## config.mk

```make
export PLATFORM = sky130hd
export DESIGN_NAME = pwm_tmr_chan
export DESIGN_NICKNAME = d
export VERILOG_FILES = /design/src/rtl/pwm_tmr_pkg.sv /design/src/rtl/pwm_tick_presc.sv /design/src/rtl/pwm_edge_cnt.sv /design/src/rtl/pwm_ab_core.sv /design/src/rtl/pwm_tmr_chan.sv
export SDC_FILE = /design/constraint.sdc
export NUM_CORES = 1
export LEC_CHECK = 0
export BUFFER_PORTS_ARGS = -buffer_cell sky130_fd_sc_hd__buf_4
export CORE_ASPECT_RATIO = 0.6
export CORE_UTILIZATION = 49
export CTS_CLUSTER_DIAMETER = 50
export DETAILED_ROUTE_END_ITERATION = 8
export PLACE_DENSITY = 0.71
export SLEW_MARGIN = 40
export SYNTH_ARGS = -nofsm -noshare
export SYNTH_HDL_FRONTEND = slang
export SYNTH_SLANG_ARGS = --single-unit
```

## constraint.sdc

```tcl
create_clock -name clk_i -period 7.6 [get_ports clk_i]
set_input_delay 0.76 -clock clk_i [delete_from_list [all_inputs] [get_ports clk_i]]
set_output_delay 0.76 -clock clk_i [all_outputs]
set_load 0.02 [all_outputs]
```

## src/rtl/pwm_tmr_pkg.sv

```systemverilog
package pwm_tmr_pkg;
  localparam int unsigned CNT_W        = 16;
  localparam int unsigned NUM_SRC      = 3;
  localparam int unsigned DIV_STEPS    = 6;
  localparam int unsigned DIV_LOG_STEP = 2;
  localparam int unsigned PRESC_W      = DIV_LOG_STEP * (DIV_STEPS - 1);

  typedef enum logic [1:0] {
    SRC_RTC  = 2'd0,
    SRC_EXT  = 2'd1,
    SRC_BUS  = 2'd2,
    SRC_NONE = 2'd3
  } src_sel_e;

  typedef enum logic [1:0] {
    EDGE_RISE  = 2'd0,
    EDGE_FALL  = 2'd1,
    EDGE_BOTH  = 2'd2,
    EDGE_BOTH2 = 2'd3
  } edge_mode_e;

  function automatic logic [PRESC_W-1:0] div_limit(input logic [2:0] sel);
    int unsigned s;
    s = (int'(sel) > DIV_STEPS - 1) ? DIV_STEPS - 1 : int'(sel);
    return PRESC_W'((1 << (DIV_LOG_STEP * s)) - 1);
  endfunction
endpackage

```

## src/rtl/pwm_tick_presc.sv

```systemverilog
module pwm_tick_presc
  import pwm_tmr_pkg::*;
#(
  parameter int unsigned N_SRC = NUM_SRC,
  parameter int unsigned PW    = PRESC_W
) (
  input  logic             clk_i,
  input  logic             rst_ni,
  input  logic             clr_i,
  input  logic [N_SRC-1:0] ticks_i,
  input  logic [1:0]       sel_i,
  input  logic [2:0]       div_sel_i,
  output logic             src_tick_o,
  output logic [PW-1:0]    cnt_o,
  output logic [PW-1:0]    lim_o,
  output logic             step_o
);
  logic [N_SRC-1:0] hit_vec;

  for (genvar g = 0; g < N_SRC; g++) begin : g_src
    assign hit_vec[g] = ticks_i[g] && (int'(sel_i) == g);
  end

  logic [PW-1:0] cnt_q;
  logic          wrap;

  assign src_tick_o = |hit_vec;
  assign lim_o      = PW'(div_limit(div_sel_i));
  assign wrap       = (cnt_q >= lim_o);
  assign step_o     = src_tick_o && wrap;
  assign cnt_o      = cnt_q;

  always_ff @(posedge clk_i or negedge rst_ni) begin
    if (!rst_ni)         cnt_q <= '0;
    else if (clr_i)      cnt_q <= '0;
    else if (src_tick_o) cnt_q <= wrap ? '0 : cnt_q + 1'b1;
  end
endmodule

```

## src/rtl/pwm_edge_cnt.sv

```systemverilog
module pwm_edge_cnt
  import pwm_tmr_pkg::*;
#(
  parameter int unsigned SYNC_N = 2
) (
  input  logic       clk_i,
  input  logic       rst_ni,
  input  logic       edge_i,
  input  logic [1:0] mode_i,
  output logic       pulse_o
);
  logic [SYNC_N:0] chain_q;

  for (genvar g = 0; g <= SYNC_N; g++) begin : g_sync
    if (g == 0) begin : g_first
      always_ff @(posedge clk_i or negedge rst_ni) begin
        if (!rst_ni) chain_q[0] <= 1'b0;
        else         chain_q[0] <= edge_i;
      end
    end else begin : g_rest
      always_ff @(posedge clk_i or negedge rst_ni) begin
        if (!rst_ni) chain_q[g] <= 1'b0;
        else         chain_q[g] <= chain_q[g-1];
      end
    end
  end

  logic cur, prv, rise, fall;
  assign cur  = chain_q[SYNC_N-1];
  assign prv  = chain_q[SYNC_N];
  assign rise = cur && !prv;
  assign fall = !cur && prv;

  always_comb begin
    unique case (edge_mode_e'(mode_i))
      EDGE_RISE: pulse_o = rise;
      EDGE_FALL: pulse_o = fall;
      default:   pulse_o = rise || fall;
    endcase
  end
endmodule

```

## src/rtl/pwm_ab_core.sv

```systemverilog
module pwm_ab_core
  import pwm_tmr_pkg::*;
#(
  parameter int unsigned W = CNT_W
) (
  input  logic         clk_i,
  input  logic         rst_ni,
  input  logic         load_i,
  input  logic         step_i,
  input  logic [W-1:0] reload_a_i,
  input  logic [W-1:0] reload_b_i,
  output logic [W-1:0] a_cnt_o,
  output logic [W-1:0] b_cnt_o,
  output logic         uf_o
);
  logic [W-1:0] a_q, b_q;

  assign uf_o    = !load_i && step_i && (a_q == '0);
  assign a_cnt_o = a_q;
  assign b_cnt_o = b_q;

  always_ff @(posedge clk_i or negedge rst_ni) begin
    if (!rst_ni) begin
      a_q <= '0;
      b_q <= '0;
    end else if (load_i || uf_o) begin
      a_q <= reload_a_i;
      b_q <= reload_b_i;
    end else if (step_i) begin
      a_q <= a_q - 1'b1;
      if (b_q != '0) b_q <= b_q - 1'b1;
    end
  end
endmodule

```

## src/rtl/pwm_tmr_chan.sv

```systemverilog
module pwm_tmr_chan
  import pwm_tmr_pkg::*;
(
  input  logic        clk_i,
  input  logic        rst_ni,
  input  logic        rtc_tick_i,
  input  logic        ext_tick_i,
  input  logic        bus_tick_i,
  input  logic        edge_in_i,
  input  logic        chan_en_i,
  input  logic [1:0]  src_sel_i,
  input  logic [2:0]  div_sel_i,
  input  logic        edge_en_i,
  input  logic [1:0]  edge_mode_i,
  input  logic [15:0] reload_a_i,
  input  logic [15:0] reload_b_i,
  input  logic        idle_lvl_i,
  input  logic        irq_en_i,
  input  logic        irq_clr_i,
  output logic        pwm_o,
  output logic        irq_o
);
  logic [NUM_SRC-1:0] ticks;
  logic               src_tick, presc_step, edge_pulse, step, uf;
  logic [PRESC_W-1:0] presc_cnt, presc_lim;
  logic [CNT_W-1:0]   a_cnt, b_cnt;
  logic               irq_flag_q;

  assign ticks = {bus_tick_i, ext_tick_i, rtc_tick_i};

  pwm_tick_presc u_presc (
    .clk_i      (clk_i),
    .rst_ni     (rst_ni),
    .clr_i      (!chan_en_i || edge_en_i),
    .ticks_i    (ticks),
    .sel_i      (src_sel_i),
    .div_sel_i  (div_sel_i),
    .src_tick_o (src_tick),
    .cnt_o      (presc_cnt),
    .lim_o      (presc_lim),
    .step_o     (presc_step)
  );

  pwm_edge_cnt u_edge (
    .clk_i   (clk_i),
    .rst_ni  (rst_ni),
    .edge_i  (edge_in_i),
    .mode_i  (edge_mode_i),
    .pulse_o (edge_pulse)
  );

  assign step = edge_en_i ? edge_pulse : presc_step;

  pwm_ab_core u_core (
    .clk_i      (clk_i),
    .rst_ni     (rst_ni),
    .load_i     (!chan_en_i),
    .step_i     (step),
    .reload_a_i (reload_a_i),
    .reload_b_i (reload_b_i),
    .a_cnt_o    (a_cnt),
    .b_cnt_o    (b_cnt),
    .uf_o       (uf)
  );

  // set has priority over clear
  always_ff @(posedge clk_i or negedge rst_ni) begin
    if (!rst_ni)        irq_flag_q <= 1'b0;
    else if (uf)        irq_flag_q <= 1'b1;
    else if (irq_clr_i) irq_flag_q <= 1'b0;
  end

  assign irq_o = irq_flag_q && irq_en_i;
  assign pwm_o = chan_en_i ? (b_cnt != '0) : idle_lvl_i;
endmodule

```

Word-level counts from Yosys, hierarchy flattened
Index checks and enable logic that the tools add are counted.
Word-level totals
  bits in read-only memories: 0
  bits of input ports: 50
  latch bits: 0
  flip-flop bits (word level): 46
  output and inout port bits: 2
  word-level logic and storage cells: 56
  memories kept: 0
  bits in writable memories: 0
Operators by class
  equality and inequality tests: 3
  shifts and indexed selects: 1
  $add $sub $neg: 4
  bitwise operators: 0
  multipliers: 0
  muxes and demuxes: 14
  reductions and logical operators: 25
  $lt $le $gt $ge: 2
  divide/modulo/power cells: 0
Operators by type and width (number)
  2-to-1 mux 16 bit: 5
  << shifter 1 x 32 -> 10 bit, first input constant: 1
  subtractor 16 x 1 -> 16 bit, second input constant: 2
  2-to-1 mux 10 bit: 3
  zero test 16 bit: 1
  nonzero test 16 bit: 1
  adder 10 x 1 -> 10 bit, second input constant: 1
  greater-or-equal comparator 10 bit: 1
  subtractor 10 x 2 -> 10 bit, second input constant: 1
  logical AND 1 bit: 9
  nonzero test 2 bit: 4
  == test 2 bit, second input constant: 2
  zero test 2 bit: 2
  2-to-1 mux 1 bit: 4
  > comparator 3 bit, second input constant: 1
  zero test 1 bit: 3
  logical OR 1 bit: 3
  2-to-1 mux 3 bit: 1
  OR reduction 3 bit: 1
  == test 2 x 1 -> 1 bit, second input constant: 1
  case mux 1 bit (2 select lines): 1
  AND reduction 2 bit: 1

Logic depth before layout (Yosys ltp)
  word-level depth: 12
  depth in mapped cells: 15

By module
A second synthesis with hierarchy kept.
Second synthesis, totals
  cell total of the unflattened synthesis: 359
  area total of the unflattened synthesis: 3083.0 µm²
By module, submodules not included
  pwm_ab_core: cells an instance 211, area an instance 1831.8 µm², seq. area each 800.8 µm², instances 1
  pwm_tick_presc: cells an instance 125, area an instance 1014.7 µm², seq. area each 250.2 µm², instances 1
  pwm_edge_cnt: cells an instance 9, area an instance 127.6 µm², seq. area each 75.1 µm², instances 1
  pwm_tmr_chan: cells an instance 14, area an instance 108.9 µm², seq. area each 25.0 µm², instances 1

Least setup slack after synthesis
No wires, ideal clock.
  path kind: input -> register
  start: input port div_sel_i[1]
  end: register u_presc.cnt_q[8] (netlist: u_presc.cnt_o[8])
  required time: 7.490 ns
  slack: 4.174 ns
  setup time: 0.110 ns
  buffers on the path: 1
  stages: 11
  data arrival time: 3.315 ns
  path through: or3_1 -> ha_1 -> inv_1 -> xnor2_1 -> ha_1 -> nand4_1 -> nor2_1 -> a2111o_1 -> or4_1 -> clkbuf_1 -> o41ai_1
Between the ends
  cells in the longest elaborated chain, start to end: 8
Ends and longest elaborated chain
  start: declaration: RTL line pwm_tmr_chan.sv:12  | input logic [2:0] div_sel_i,
  > comparator 3 bit: RTL line pwm_tmr_pkg.sv:24  | s = (int'(sel) > DIV_STEPS - 1) ? DIV_STEPS - 1 : int'(sel);
  2-to-1 mux 3 bit (*): RTL line pwm_tmr_pkg.sv:24
  << shifter 1 x 32 -> 10 bit (*): RTL line pwm_tmr_pkg.sv:25  | return PRESC_W'((1 << (DIV_LOG_STEP * s)) - 1);
  subtractor 10 x 2 -> 10 bit (*): RTL line pwm_tmr_pkg.sv:25
  greater-or-equal comparator 10 bit (*): RTL line pwm_tick_presc.sv:29  | assign wrap = (cnt_q >= lim_o);
  2-to-1 mux 10 bit (*) (2 in a row): RTL line pwm_tick_presc.sv:36  | else if (src_tick_o) cnt_q <= wrap ? '0 : cnt_q + 1'b1;
  2-to-1 mux 10 bit (*): RTL line pwm_tick_presc.sv:35  | else if (clr_i) cnt_q <= '0;
  end signal: assignment: RTL line pwm_tick_presc.sv:36
  end: declaration: RTL line pwm_tick_presc.sv:24  | logic [PW-1:0] cnt_q;
Mark *: on every way between the ends. The rest lies on a longest branch, timed or not. The select of a mux whose other input is x is not followed.
A chain may end at the register's enable or synchronous reset.

Worst setup path in the final report
  start: input port div_sel_i[1]
  end: register u_core.b_q[12] (netlist: u_core.b_cnt_o[12])
Between the ends
  cells in the longest elaborated chain, start to end: 12
  elaborated cells between the ends (all ways): 14
Ends and longest elaborated chain
  > comparator 3 bit: RTL line pwm_tmr_pkg.sv:24
  2-to-1 mux 3 bit (*): RTL line pwm_tmr_pkg.sv:24
  << shifter 1 x 32 -> 10 bit (*): RTL line pwm_tmr_pkg.sv:25
  subtractor 10 x 2 -> 10 bit (*): RTL line pwm_tmr_pkg.sv:25
  greater-or-equal comparator 10 bit (*): RTL line pwm_tick_presc.sv:29
  logical AND 1 bit (*): RTL line pwm_tick_presc.sv:30  | assign step_o = src_tick_o && wrap;
  2-to-1 mux 1 bit (*): RTL line pwm_tmr_chan.sv:52  | assign step = edge_en_i ? edge_pulse : presc_step;
  logical AND 1 bit (2 in a row): RTL line pwm_ab_core.sv:18  | assign uf_o = !load_i && step_i && (a_q == '0);
  logical OR 1 bit: RTL line pwm_ab_core.sv:26  | end else if (load_i || uf_o) begin
  nonzero test 2 bit (no source line)
  AND reduction 2 bit (no source line)
  end signal: assignment: RTL line pwm_ab_core.sv:28  | b_q <= reload_b_i;
  end signal: assignment: RTL line pwm_ab_core.sv:31  | if (b_q != '0) b_q <= b_q - 1'b1;
  end: declaration: RTL line pwm_ab_core.sv:16  | logic [W-1:0] a_q, b_q;
Mark *: on every way between the ends. The rest lies on a longest branch, timed or not.

==> impl_metrics.tcl <==
set metrics [dict create \
    status "finished clean" \
    synthesis.area_mm2 0.00307 \
    cts_buffers 5 \
    netlist-cell-type-count 63 \
    drv_slew 0 \
    ys_seq_elements 46 \
    overflow 0 \
    via_count 2923 \
    numPortBuffers 51 \
    synthCells 353 \
    area_delta_synth_final_pct 17.2 \
    grt_pass1_vias 2821 \
    finalNetCount 465 \
    drc_errors 0 \
    path_max_fanout 20 \
    htreeDepth 2 \
    total_power_uw 570 \
    endpoint_kind "register" \
    clockBufferDepth 2 \
    grt_max_degree 47 \
    detail_route.first_pass.iterations 4 \
    synth_nets 419 \
    cp.required_ns 7.79 \
    grt_use_total_pct 27.2 \
    finalHoldViolCount 0 \
    powerDensity_mw_per_mm2 158 \
    layout-drive-gt1-share_pct 19.0 \
    post_drt_wl_per_cell_um 17.5 \
    grt_first_pass_wirelength_um 14000 \
    mostFrequentLayoutCell "buf_4" \
    cts.clk_slew.worst_paths_ns 0.09 \
    cts_sinks 46 \
    arrival_ns 4.31 \
    mostFrequentLayoutCells "buf_4 (53), dfrtp_1 (46), nand2_1 (31), nor2_1 (29)" \
    final_antenna_net_count 0 \
    antenna_found_initial 0 \
    dr.first_iter.drc_count 277 \
    ios 52 \
    clk_latency_ns 0.31 \
    setup-tns-final_ns 0 \
    ys_seq_area_share_pct 37.4 \
    fp.dieH_um 63.4 \
    dpl_cell_area_mm2 0.00351 \
    min_path_cells 0 \
    hp-class "reg2reg" \
    path_class "in2reg" \
    hpwl_um 6060 \
    rsz0062_at_grt "false" \
    ctsHoldBuffers 0 \
    vias_per_cell 6.09 \
    max_freq_mhz 243 \
    die_x_um 104 \
    critPathTopFamily "compound AO/OA/AOI/OAI gates" \
    layoutNonFillerInstCount 480 \
    gp_congestion 0.863 \
    die-area_mm2 0.00661 \
    ys_async_sr_fraction_pct 100 \
    maxCapViolCount 0 \
    n_antenna_cell 0 \
    tightest_slew_ns 0.658 \
    start_util_pct 52.9 \
    avgSynthCellArea_um2 8.71 \
    cpMaxStageDelayCell "a21o_1" \
    coreArea_mm2 0.00581 \
    path_cells "buf_4 -> or3_1 -> ha_1 -> inv_1 -> xnor2_1 -> ha_1 -> nand4_1 -> nor2_1 -> a2111oi_2 -> a21o_1 -> o21ai_1 -> buf_4 -> a22o_1 -> or3_1" \
    place_inst 472 \
    post_cts_resized 0 \
    ys_warn_count 0 \
    r2r_cells 10 \
    synth_ff_type "dfrtp_1" \
    p_leak_uw 0.00154 \
    min_period_ns 4.11 \
    rows 21 \
    cts_root_buffer "clkbuf_8" \
    path_depth 14 \
    cp-start-kind "input port" \
    path_buf_inv 3 \
    cts_tree "done" \
    vdd_ir_drop_max_uv 87.1 \
    max_slew_margin_pct 55.9 \
    finalCritPeriodShare_pct 54.1 \
    postLayoutCellArea_mm2 0.00360 \
    synth_edf_count 0 \
    clock_skew_ns 0.00869 \
    wl_um 8380 \
    max_stage_delay_ns 0.60 \
    final-setup-viol-count 0 \
    cts_setup_buffers 0 \
]
-- layer usage --
metal / wire length, µm / GRT usage [%]
met4: 56 / 5.89
met1: 4270 / 40.9
met5: 0 / 0
met2: 3480 / 39.8
met3: 579 / 5.69
-- final cells by class --
class | count | area [µm²]
clock buffer | 7 | 86.3
clock inverter | 1 | 5.00
fill | 511 | 2200
inverter | 17 | 63.8
multi-input combinational | 276 | 1800
sequential | 46 | 1150
tap | 80 | 100
timing repair buffer | 53 | 398
-- power by group --
group          leakage (µW)  total, µW  internal (µW)  switching (µW)
Sequential         0.000551        292            266            25.7
Clock             0.0000482        162           73.6            88.2
Combinational      0.000942        116           54.2            62.0
-- path summary, 6_finish.rpt --
path	startpoint	endpoint	slack, ns
worst max-delay path	div_sel_i[1]	u_core.b_cnt_o[12]$_DFFE_PN0P_	3.49
worst min-delay path	u_edge.chain_q[0]$_DFF_PN0_	u_edge.cur$_DFF_PN0_	0.35
worst max register to register	u_presc.cnt_o[0]$_DFFE_PN0P_	u_core.b_cnt_o[12]$_DFFE_PN0P_	4.13
worst min register to register	u_edge.chain_q[0]$_DFF_PN0_	u_edge.cur$_DFF_PN0_	0.35
max in group asynchronous	rst_ni	u_presc.cnt_o[9]$_DFFE_PN0P_	6.72
min in group asynchronous	rst_ni	u_presc.cnt_o[6]$_DFFE_PN0P_	0.45
-- cell usage after synthesis (all sizes together) (3+ instances only) --
library cell | instances | area share (%)
buf | 7 | 1.7
o31ai | 4 | 0.98
and3 | 5 | 1.0
nor2 | 29 | 3.5
a211o | 4 | 1.1
a22oi | 3 | 0.73
dfrtp | 46 | 37
xnor2 | 5 | 1.4
o311ai | 3 | 0.85
ha | 16 | 6.5
o21bai | 3 | 0.73
a21oi | 24 | 4.3
o21a | 3 | 0.73
clkbuf | 7 | 0.85
inv | 17 | 2.1
o211ai | 3 | 0.73
nor3b | 5 | 1.2
nand4 | 7 | 1.4
nor4 | 8 | 1.8
or3 | 10 | 2.2
nand3 | 17 | 2.8
o21ai | 22 | 3.6
a31oi | 5 | 1.0
nor3 | 15 | 2.6
a221o | 3 | 0.98
nand2b | 5 | 1.0
a21o | 4 | 0.98
nand2 | 32 | 4.0
or4 | 6 | 1.6
-- kinds of logic after synthesis --
kind of cell,synth area share (%)
compound gates,23.9
mux,1.02
buf+inv,4.64
xor+xnor,1.71
fa+ha+maj,6.51
flops,37.4
simple gates,24.8
-- stage by stage --
| step | setup slack [ns] | util (%) | hold slack [ns] |
|---|---|---|---|
| after floorplan | 4.17 | - | 0.331 |
| after global placement | 3.34 | 60.2 | 0.333 |
| after detailed placement | 3.19 | 60.5 | 0.335 |
| after CTS | 3.52 | 62.0 | 0.355 |
| after global routing | 3.30 | 62.0 | 0.361 |
| final | 3.49 | 62.0 | 0.353 |
-- flip-flops by register name, summed over array words and instances (netlist names) --
name            cells
u_presc.cnt_o      10
u_edge.prv          1
u_edge.chain_q      1
u_core.a_cnt_o     16
u_core.b_cnt_o     16
irq_flag_q          1
u_edge.cur          1
Note: power is estimated with default switching activity, not from simulation.
